**config.mk**
```make
export PLATFORM = sky130hd
export DESIGN_NAME = oc_seq_mult
export DESIGN_NICKNAME = d
export VERILOG_FILES = /design/src/rtl/oc_mult_pkg.sv /design/src/rtl/oc_eac_adder.sv /design/src/rtl/oc_sign_ext.sv /design/src/rtl/oc_mult_ctrl.sv /design/src/rtl/oc_seq_mult.sv
export SDC_FILE = /design/constraint.sdc
export NUM_CORES = 1
export LEC_CHECK = 0
export ABC_AREA = 1
export CORE_MARGIN = 10
export CORE_UTILIZATION = 40
export DETAILED_ROUTE_END_ITERATION = 8
export PLACE_DENSITY = 0.7
export SETUP_SLACK_MARGIN = 0.4
export SKIP_CTS_REPAIR_TIMING = 1
export SLEW_MARGIN = 20
export SYNTH_ARGS = -nofsm -noshare
export SYNTH_HDL_FRONTEND = slang
export SYNTH_SLANG_ARGS = --single-unit
```
**constraint.sdc**
```tcl
create_clock -name clk -period 7.82 [get_ports clk]
set_input_delay 0.782 -clock clk [delete_from_list [all_inputs] [get_ports clk]]
set_output_delay 0.782 -clock clk [all_outputs]
set_load 0.03 [all_outputs]
```
**src/rtl/oc_mult_pkg.sv**
```systemverilog
// Package: shared types for the one's complement sequential multiplier.
// Assumes nothing beyond IEEE 1800-2017.
package oc_mult_pkg;
    typedef enum logic [1:0] {
        PH_IDLE = 2'd0,
        PH_RUN  = 2'd1,
        PH_CORR = 2'd2,
        PH_DONE = 2'd3
    } phase_t;
endpackage

```
**src/rtl/oc_eac_adder.sv**
```systemverilog
// oc_eac_adder: W-bit one's complement adder.
// A carry out of the top bit is added back in at the bottom (end-around carry).
// Assumes the caller keeps sums inside the representable range.
module oc_eac_adder #(
    parameter int W = 12
) (
    input  logic [W-1:0] a_i,
    input  logic [W-1:0] b_i,
    output logic [W-1:0] sum_o
);
    logic [W:0] raw;

    // Binary add, then fold the carry back into the least significant bit.
    always_comb begin
        raw   = {1'b0, a_i} + {1'b0, b_i};
        sum_o = raw[W-1:0] + {{(W-1){1'b0}}, raw[W]};
    end
endmodule

```
**src/rtl/oc_sign_ext.sv**
```systemverilog
// oc_sign_ext: widens a one's complement value by replicating its sign bit.
// This is exact in one's complement for both signs. Assumes WO >= WI.
module oc_sign_ext #(
    parameter int WI = 6,
    parameter int WO = 12
) (
    input  logic [WI-1:0] val_i,
    output logic [WO-1:0] val_o
);
    localparam int PAD = WO - WI;

    generate
        if (PAD == 0) begin : g_same
            // Equal widths: pass straight through.
            assign val_o = val_i;
        end else begin : g_pad
            // Fill the upper bits with copies of the sign.
            assign val_o = {{PAD{val_i[WI-1]}}, val_i};
        end
    endgenerate
endmodule

```
**src/rtl/oc_mult_ctrl.sv**
```systemverilog
// oc_mult_ctrl: sequencing for the multiplier.
// One load cycle, N-1 scan steps, one correction cycle, then a one-cycle done.
// Assumes N >= 3. Start is honoured only when idle.
module oc_mult_ctrl
    import oc_mult_pkg::*;
#(
    parameter int N = 6
) (
    input  logic clk,
    input  logic rst_n,
    input  logic start,
    output logic load_o,
    output logic step_o,
    output logic corr_o,
    output logic done_o
);
    localparam int CW = (N > 2) ? $clog2(N) : 1;
    localparam logic [CW-1:0] LAST = CW'(N - 2);

    phase_t        phase_q;
    logic [CW-1:0] cnt_q;

    // Decode the phase into strobes for the datapath.
    always_comb begin
        load_o = (phase_q == PH_IDLE) && start;
        step_o = (phase_q == PH_RUN);
        corr_o = (phase_q == PH_CORR);
        done_o = (phase_q == PH_DONE);
    end

    // Phase register and scan-step counter.
    always_ff @(posedge clk) begin
        if (!rst_n) begin
            phase_q <= PH_IDLE;
            cnt_q   <= '0;
        end else begin
            case (phase_q)
                PH_IDLE: if (start) begin
                    phase_q <= PH_RUN;
                    cnt_q   <= '0;
                end
                PH_RUN: begin
                    cnt_q <= cnt_q + 1'b1;
                    if (cnt_q == LAST) phase_q <= PH_CORR;
                end
                PH_CORR: phase_q <= PH_DONE;
                default: phase_q <= PH_IDLE;
            endcase
        end
    end

    AST_CNT_RANGE: assert property (@(posedge clk) disable iff (!rst_n)
        (phase_q == PH_RUN) |-> (cnt_q <= LAST));
    AST_DONE_PULSE: assert property (@(posedge clk) disable iff (!rst_n)
        done_o |=> !done_o);
    AST_DONE_AFTER_CORR: assert property (@(posedge clk) disable iff (!rst_n)
        corr_o |=> done_o);
    AST_START_IGNORED: assert property (@(posedge clk) disable iff (!rst_n)
        (step_o && cnt_q != LAST) |=> step_o);
endmodule

```
**src/rtl/oc_seq_mult.sv**
```systemverilog
// oc_seq_mult: sequential one's complement multiplier, N-bit operands, 2N-bit product.
// Scans multiplier bits from the low end while the multiplicand shifts left.
// A negative multiplier presets the accumulator to A; a final step then adds
// the inverse of A*2^(N-1). Assumes N >= 3 and operands held only at start.
module oc_seq_mult #(
    parameter int N = 6
) (
    input  logic           clk,
    input  logic           rst_n,
    input  logic           start,
    input  logic [N-1:0]   mcand_i,
    input  logic [N-1:0]   mplier_i,
    output logic           done_o,
    output logic [2*N-1:0] product_o
);
    localparam int PW = 2 * N;

    logic          load, step, corr;
    logic [PW-1:0] a_ext, acc_q, mcand_q, addend, sum;
    logic [N-1:0]  mplier_q;
    logic          neg_q, add_en;

    oc_mult_ctrl #(.N(N)) u_ctrl (
        .clk(clk), .rst_n(rst_n), .start(start),
        .load_o(load), .step_o(step), .corr_o(corr), .done_o(done_o)
    );

    oc_sign_ext #(.WI(N), .WO(PW)) u_ext (.val_i(mcand_i), .val_o(a_ext));

    // Choose the addend: the shifted multiplicand, or its inverse on correction.
    always_comb begin
        addend = corr ? ~mcand_q : mcand_q;
        add_en = (step && mplier_q[0]) || (corr && neg_q);
    end

    oc_eac_adder #(.W(PW)) u_add (.a_i(acc_q), .b_i(addend), .sum_o(sum));

    // Accumulator, shifting multiplicand and multiplier registers.
    always_ff @(posedge clk) begin
        if (!rst_n) begin
            acc_q    <= '0;
            mcand_q  <= '0;
            mplier_q <= '0;
            neg_q    <= 1'b0;
        end else if (load) begin
            acc_q    <= mplier_i[N-1] ? a_ext : '0;
            mcand_q  <= a_ext;
            mplier_q <= mplier_i;
            neg_q    <= mplier_i[N-1];
        end else if (step) begin
            if (mplier_q[0]) acc_q <= sum;
            mcand_q  <= {mcand_q[PW-2:0], mcand_q[PW-1]};
            mplier_q <= mplier_q >> 1;
        end else if (corr && neg_q) begin
            acc_q <= sum;
        end
    end

    assign product_o = acc_q;

    AST_NO_OVERFLOW: assert property (@(posedge clk) disable iff (!rst_n)
        (add_en && (addend[PW-1] == acc_q[PW-1])) |-> (sum[PW-1] == acc_q[PW-1]));
    AST_PRODUCT_HELD: assert property (@(posedge clk) disable iff (!rst_n)
        (!load && !step && !corr) |=> $stable(product_o));
    AST_RESET_CLEAR: assert property (@(posedge clk)
        !rst_n |=> (product_o == '0 && !done_o));
endmodule

```
Word level (Yosys, flattened, before mapping)
Cells that the tools add are included.
{"block": "word_totals", "register_bits": 36, "in_bits": 15, "output_inout_bits": 13, "elab_cells": 41}
{"block": "op_classes", "addsub": 3, "n_eq_ne": 7, "muxes": 15, "bitwise_logic": 1, "reduce_logical": 9}
{"operator": "$mux 12", "n": 8}
{"operator": "$add 12x12->13", "n": 1}
{"operator": "$add 12x1->12", "n": 1}
{"operator": "$mux 6", "n": 2}
{"operator": "$not 12->12", "n": 1}
{"operator": "$pmux 2 s3", "n": 1}
{"operator": "$pmux 3 s2", "n": 1}
{"operator": "$reduce_and 2->1", "n": 3}
{"operator": "$eq 2x2->1 const B", "n": 2}
{"operator": "$mux 2", "n": 2}
{"operator": "$reduce_bool 2->1", "n": 2}
{"operator": "$add 3x1->3 const B", "n": 1}
{"operator": "$eq 3x3->1 const B", "n": 1}
{"operator": "$mux 3", "n": 1}
{"operator": "$ne 3x2->1 const B", "n": 1}
{"operator": "$reduce_bool 3->1", "n": 1}
{"operator": "$eq 2x1->1 const B", "n": 1}
{"operator": "$logic_and 1x1->1", "n": 2}
{"operator": "$logic_not 2->1", "n": 1}
{"operator": "$ne 2x1->1 const B", "n": 1}
{"operator": "$ne 2x2->1 const B", "n": 1}

Longest topological paths before layout
{"block": "depth", "word_depth": 7, "mapped_depth": 26, "ltp_nobuf": 24}

Cells and area by module
A second synthesis with hierarchy kept.
{"block": "unflattened", "hier_cells": 509, "hier_area_um2": 3196.8}
{"mod": "oc_seq_mult", "n_inst": 1, "cells_per_inst": 270, "area_per_inst_um2": 1701.6, "seq_area_each_um2": 620.6}
{"mod": "oc_eac_adder", "n_inst": 1, "cells_per_inst": 176, "area_per_inst_um2": 1037.2, "seq_area_each_um2": 0.0}
{"mod": "oc_mult_ctrl", "n_inst": 1, "cells_per_inst": 51, "area_per_inst_um2": 367.9, "seq_area_each_um2": 100.1}
{"mod": "oc_sign_ext", "n_inst": 1, "cells_per_inst": 12, "area_per_inst_um2": 90.1, "seq_area_each_um2": 0.0}

Worst setup path before layout
OpenSTA, ideal clock, no wires.
{"block": "synth_timing", "path_kind": "register to register", "start": "register u_ctrl.phase_q[0]", "end": "register acc_q[10], in the netlist product_o[10]", "setup_ns": 0.071, "arrival_ns": 3.647, "required_time_ns": 7.749, "slack_ns": 4.102, "stages_incl_launch_ff": 26, "path_buffers": 2, "synth_period_minus_slack_ns": 3.718, "cell_sequence": "dfxtp_1 inv_1 ha_1 clkbuf_1 buf_1 xor2_1 ha_1 inv_1 fa_1 inv_1 nand3_1 nand3_1 a21oi_1 o21bai_1 ha_1 ha_1 inv_1 nor2_2 nand3_2 nor2_2 nand3_2 nor2_2 nand3_1 nand2_1 nand3_1 a21oi_1"}
{"block": "synth_via", "elab_chain_cells": 7, "word_cells_on_any_way": 15, "cone_classes": "2 x add/sub; 3 x eq/ne; 5 x mux; 5 x reduce/logical"}
{"item": "start, declared", "line": "oc_mult_ctrl.sv:20", "source": "phase_t phase_q;"}
{"item": "start signal, assigned", "line": "oc_mult_ctrl.sv:34", "source": "phase_q <= PH_IDLE;"}
{"item": "start signal, assigned", "line": "oc_mult_ctrl.sv:39", "source": "phase_q <= PH_RUN;"}
{"item": "start signal, assigned", "line": "oc_mult_ctrl.sv:44", "source": "if (cnt_q == LAST) phase_q <= PH_CORR;"}
{"item": "$eq 2x2->1", "line": "oc_mult_ctrl.sv:27", "source": "corr_o = (phase_q == PH_CORR);"}
{"item": "$mux 12", "line": "oc_seq_mult.sv:32", "source": "addend = corr ? ~mcand_q : mcand_q;"}
{"item": "$add 12x12->13", "line": "oc_eac_adder.sv:15", "source": "raw = {1'b0, a_i} + {1'b0, b_i};"}
{"item": "$add 12x1->12", "line": "oc_eac_adder.sv:16", "source": "sum_o = raw[W-1:0] + {{(W-1){1'b0}}, raw[W]};"}
{"item": "$mux 12 (on tied branches)", "line": "oc_seq_mult.sv:54, oc_seq_mult.sv:51"}
{"item": "$mux 12", "line": "oc_seq_mult.sv:50", "source": "end else if (step) begin"}
{"item": "$mux 12", "line": "oc_seq_mult.sv:45", "source": "end else if (load) begin"}
{"item": "end signal, assigned", "line": "oc_seq_mult.sv:46", "source": "acc_q <= mplier_i[N-1] ? a_ext : '0;"}
{"item": "end signal, assigned", "line": "oc_seq_mult.sv:51", "source": "if (mplier_q[0]) acc_q <= sum;"}
{"item": "end signal, assigned", "line": "oc_seq_mult.sv:55", "source": "acc_q <= sum;"}
{"item": "end, declared", "line": "oc_seq_mult.sv:19", "source": "logic [PW-1:0] a_ext, acc_q, mcand_q, addend, sum;"}
Several ways; a longest one is shown, not always the timed one. The select of a mux whose other input is x is not followed.
A chain may end at the register's enable or synchronous reset.

Worst setup path after layout
Ends and elaborated chain as after synthesis.

==> results.md <==
* # setup viols final at 0
* Worst EP arrival at 4170 ps
* Crit Path Category: flip-flop to flip-flop
* Async SR Flop Fraction at 0
* Core region area at 6350 um^2
* Startpoint Class: flip-flop
* Rows at 29
* Slew @ Worst Pin at 849.6 ps
* YS warnings at 0
* Post-Syn Area per Cell at 6.948 um^2
* Placer Congestion at 0.8765
* Main synth FF type: dfxtp_1
* Routed WL at 6714 um
* Pins over their slew limit at 0
* Mapped Cells at 376
* Die area at 10160 um^2
* Setup TNS Final at 0 ps
* Largest net degree at the start of global routing at 32
* Ant diodes at 0
* I/O pins at 28
* Pleak at 0.001356 uW
* Clock Latency Late Sink at 290 ps
* Pwr dens at 463.9 nW/um^2
* CTS tree: yes
* Detailed-route via count at 2535
* Hold violation count in the final report at 0
* Status: finished, final reports clean
* Sequential area share after synthesis at 0.2759
* Max FO, Critical Path at 14
* Synthesized net count at 413
* Cell taking the most area after synthesis: dfxtp_1
* Worst Path Required at 8040 ps
* CTS Sinks at 36
* Worst clock skew at 7.818 ps
* Final core occ at 0.4743
* DR vias/cell at 5.314
* GRT Overall Usage at 0.1339
* Global-route wire length before repair at 11260 um
* Clock H-tree levels at 2
* Synth area leaders: dfxtp_1, nand2_1, ha_1
* Minimum clock period at 3944 ps
* RSZ-0062 raised after global routing: no
* Clock slew at reported path FFs at 80 ps
* Number of max-cap violations at 0
* Slew Limit Headroom at 0.4310
* Detailed placement HPWL at 5035 um
* Die Wd at 100.8 um
* Top cell type's share of synthesized area at 0.2759
* # fillers at 626
* Ratio of cells with drive above 1 in the final layout at 0.1025
* Most common cell after layout, fill and taps aside: nand2_1
* Drc violations at 0
* Tot Pwr at 1397 uW
* Layout area overhead at 15.28%
* Worst VDD drop at 0.0002065 V
* Fin nets at 436
* Crit share post-route at 0.5044
* Die Y at 100.8 um
* Fmax at 253.5 MHz
* Total CTS buffers at 5
* Crit end category: flip-flop
* Initial Utilization at 0.4114
* Initial antenna violation count at 0
* DR WL/cell at 14.08 um
* IO Port Bufs at 27
* Clk root buf: clkbuf_8
* Max clock buf depth at 2
* Flops & latches, synth at 36
* Antenna viol nets, final at 0
* Synth unique cells at 35
* Drt pass-1 iters at 4
* Commonest cells after routing, fill and taps aside: nand2_1, a21oi_1, inv_1
* GRT Residual Overflow at 0
* Worst hold-check path type: flip-flop to flip-flop
* Initial drt markers at 86
* Number of global-route vias before repair at 2467
* Post-synth EDFFs at 0
* Post-Syn Area at 2613 um^2
[per-stage QoR]
step / worst slack, ps / instance area [um^2] / hold WS, ps / std cells
final: 3876 / 3012 / 464.0 / 477
after global routing: 3464 / 3012 / 496.3 / 477
after CTS: 3863 / 3012 / 464.9 / 477
after detailed placement: 3915 / 2918 / 453.8 / 469
after global placement: 4085 / 2918 / 444.2 / 469
after floorplan: 4102 / 2613 / 434.7 / 376
[worst paths after layout]
kind,from,to,slack (ps),cells after the start
max reg2reg,u_ctrl.phase_q[0],product_o[10],3880,23
min,mplier_q[1],mplier_q[0],460,2
min reg2reg,mplier_q[1],mplier_q[0],460,2
max,u_ctrl.phase_q[0],product_o[10],3880,23
[cells in the mapped netlist (3+ instances only)]
| library cell | count |
|---|---|
| dfxtp_1 | 36 |
| o21ai_1 | 6 |
| nand4_1 | 5 |
| nor3_1 | 15 |
| nor2_1 | 8 |
| a21oi_1 | 44 |
| nand3_2 | 5 |
| xor2_1 | 11 |
| nor2_2 | 3 |
| nand2_2 | 12 |
| a31oi_1 | 7 |
| nand2_1 | 84 |
| inv_2 | 6 |
| nand3_1 | 26 |
| nand3b_1 | 4 |
| nor2_4 | 4 |
| clkbuf_1 | 8 |
| inv_1 | 37 |
| o21ai_0 | 16 |
| ha_1 | 21 |
[cells by family after synthesis]
kind of cell	after synthesis	synth area share
simple gates	169	0.3156
compound gates	80	0.1643
buf+inv	56	0.08956
flops	36	0.2759
fa+ha+maj	22	0.1082
xor+xnor	13	0.04646
[final cells by class]
class                           count  area (um^2)  area share
Clock buffer                        7        86.33     0.02867
Clock inverter                      1        7.507    0.002493
Inverter                           44        165.2     0.05484
Multi-Input combinational cell    284         1658      0.5505
Sequential cell                    36        720.7      0.2393
Tap cell                           77        96.34     0.03199
Timing Repair Buffer               28        277.8     0.09223
[per-layer routing]
layer  wire [um]  GRT usage  share of wire  up-vias
met5           0          0              0        -
met4         128    0.04130          0.019        0
met3         285    0.03498          0.042       14
met2        3341     0.2251           0.50       47
met1        2959     0.1620           0.44     1177
li1            -          -              -     1297
[sequential cells by signal, summed over array words and instances, names as in the netlist]
register / cells
mcand_q: 12
product_o: 12
mplier_q: 6
u_ctrl.cnt_q: 3
u_ctrl.phase_q: 2
neg_q: 1
[report_power, final]
part,switching (uW),internal [uW],leakage [uW]
Combinational,622,333,0.00101
Sequential,53.8,246,0.000297
Clock,71.2,71.7,0.0000445
[critical path, stage by stage (launching register included)]
cell and delay, ps:
dfxtp_1 350, inv_1 110, ha_1 630, xor2_1 210, ha_1 210, inv_1 60
fa_1 400, inv_1 130, nand3_1 120, nand3_1 150, a21oi_1 80, o21bai_1 130
ha_1 180, ha_1 140, inv_1 50, nor2_2 130, nand3_2 110, nor2_2 130
nand3_2 90, nor2_2 140, nand3_1 80, nand2_1 60, nand3_1 60, a21oi_1 120
No activity file was read; power rests on OpenSTA's default activity.
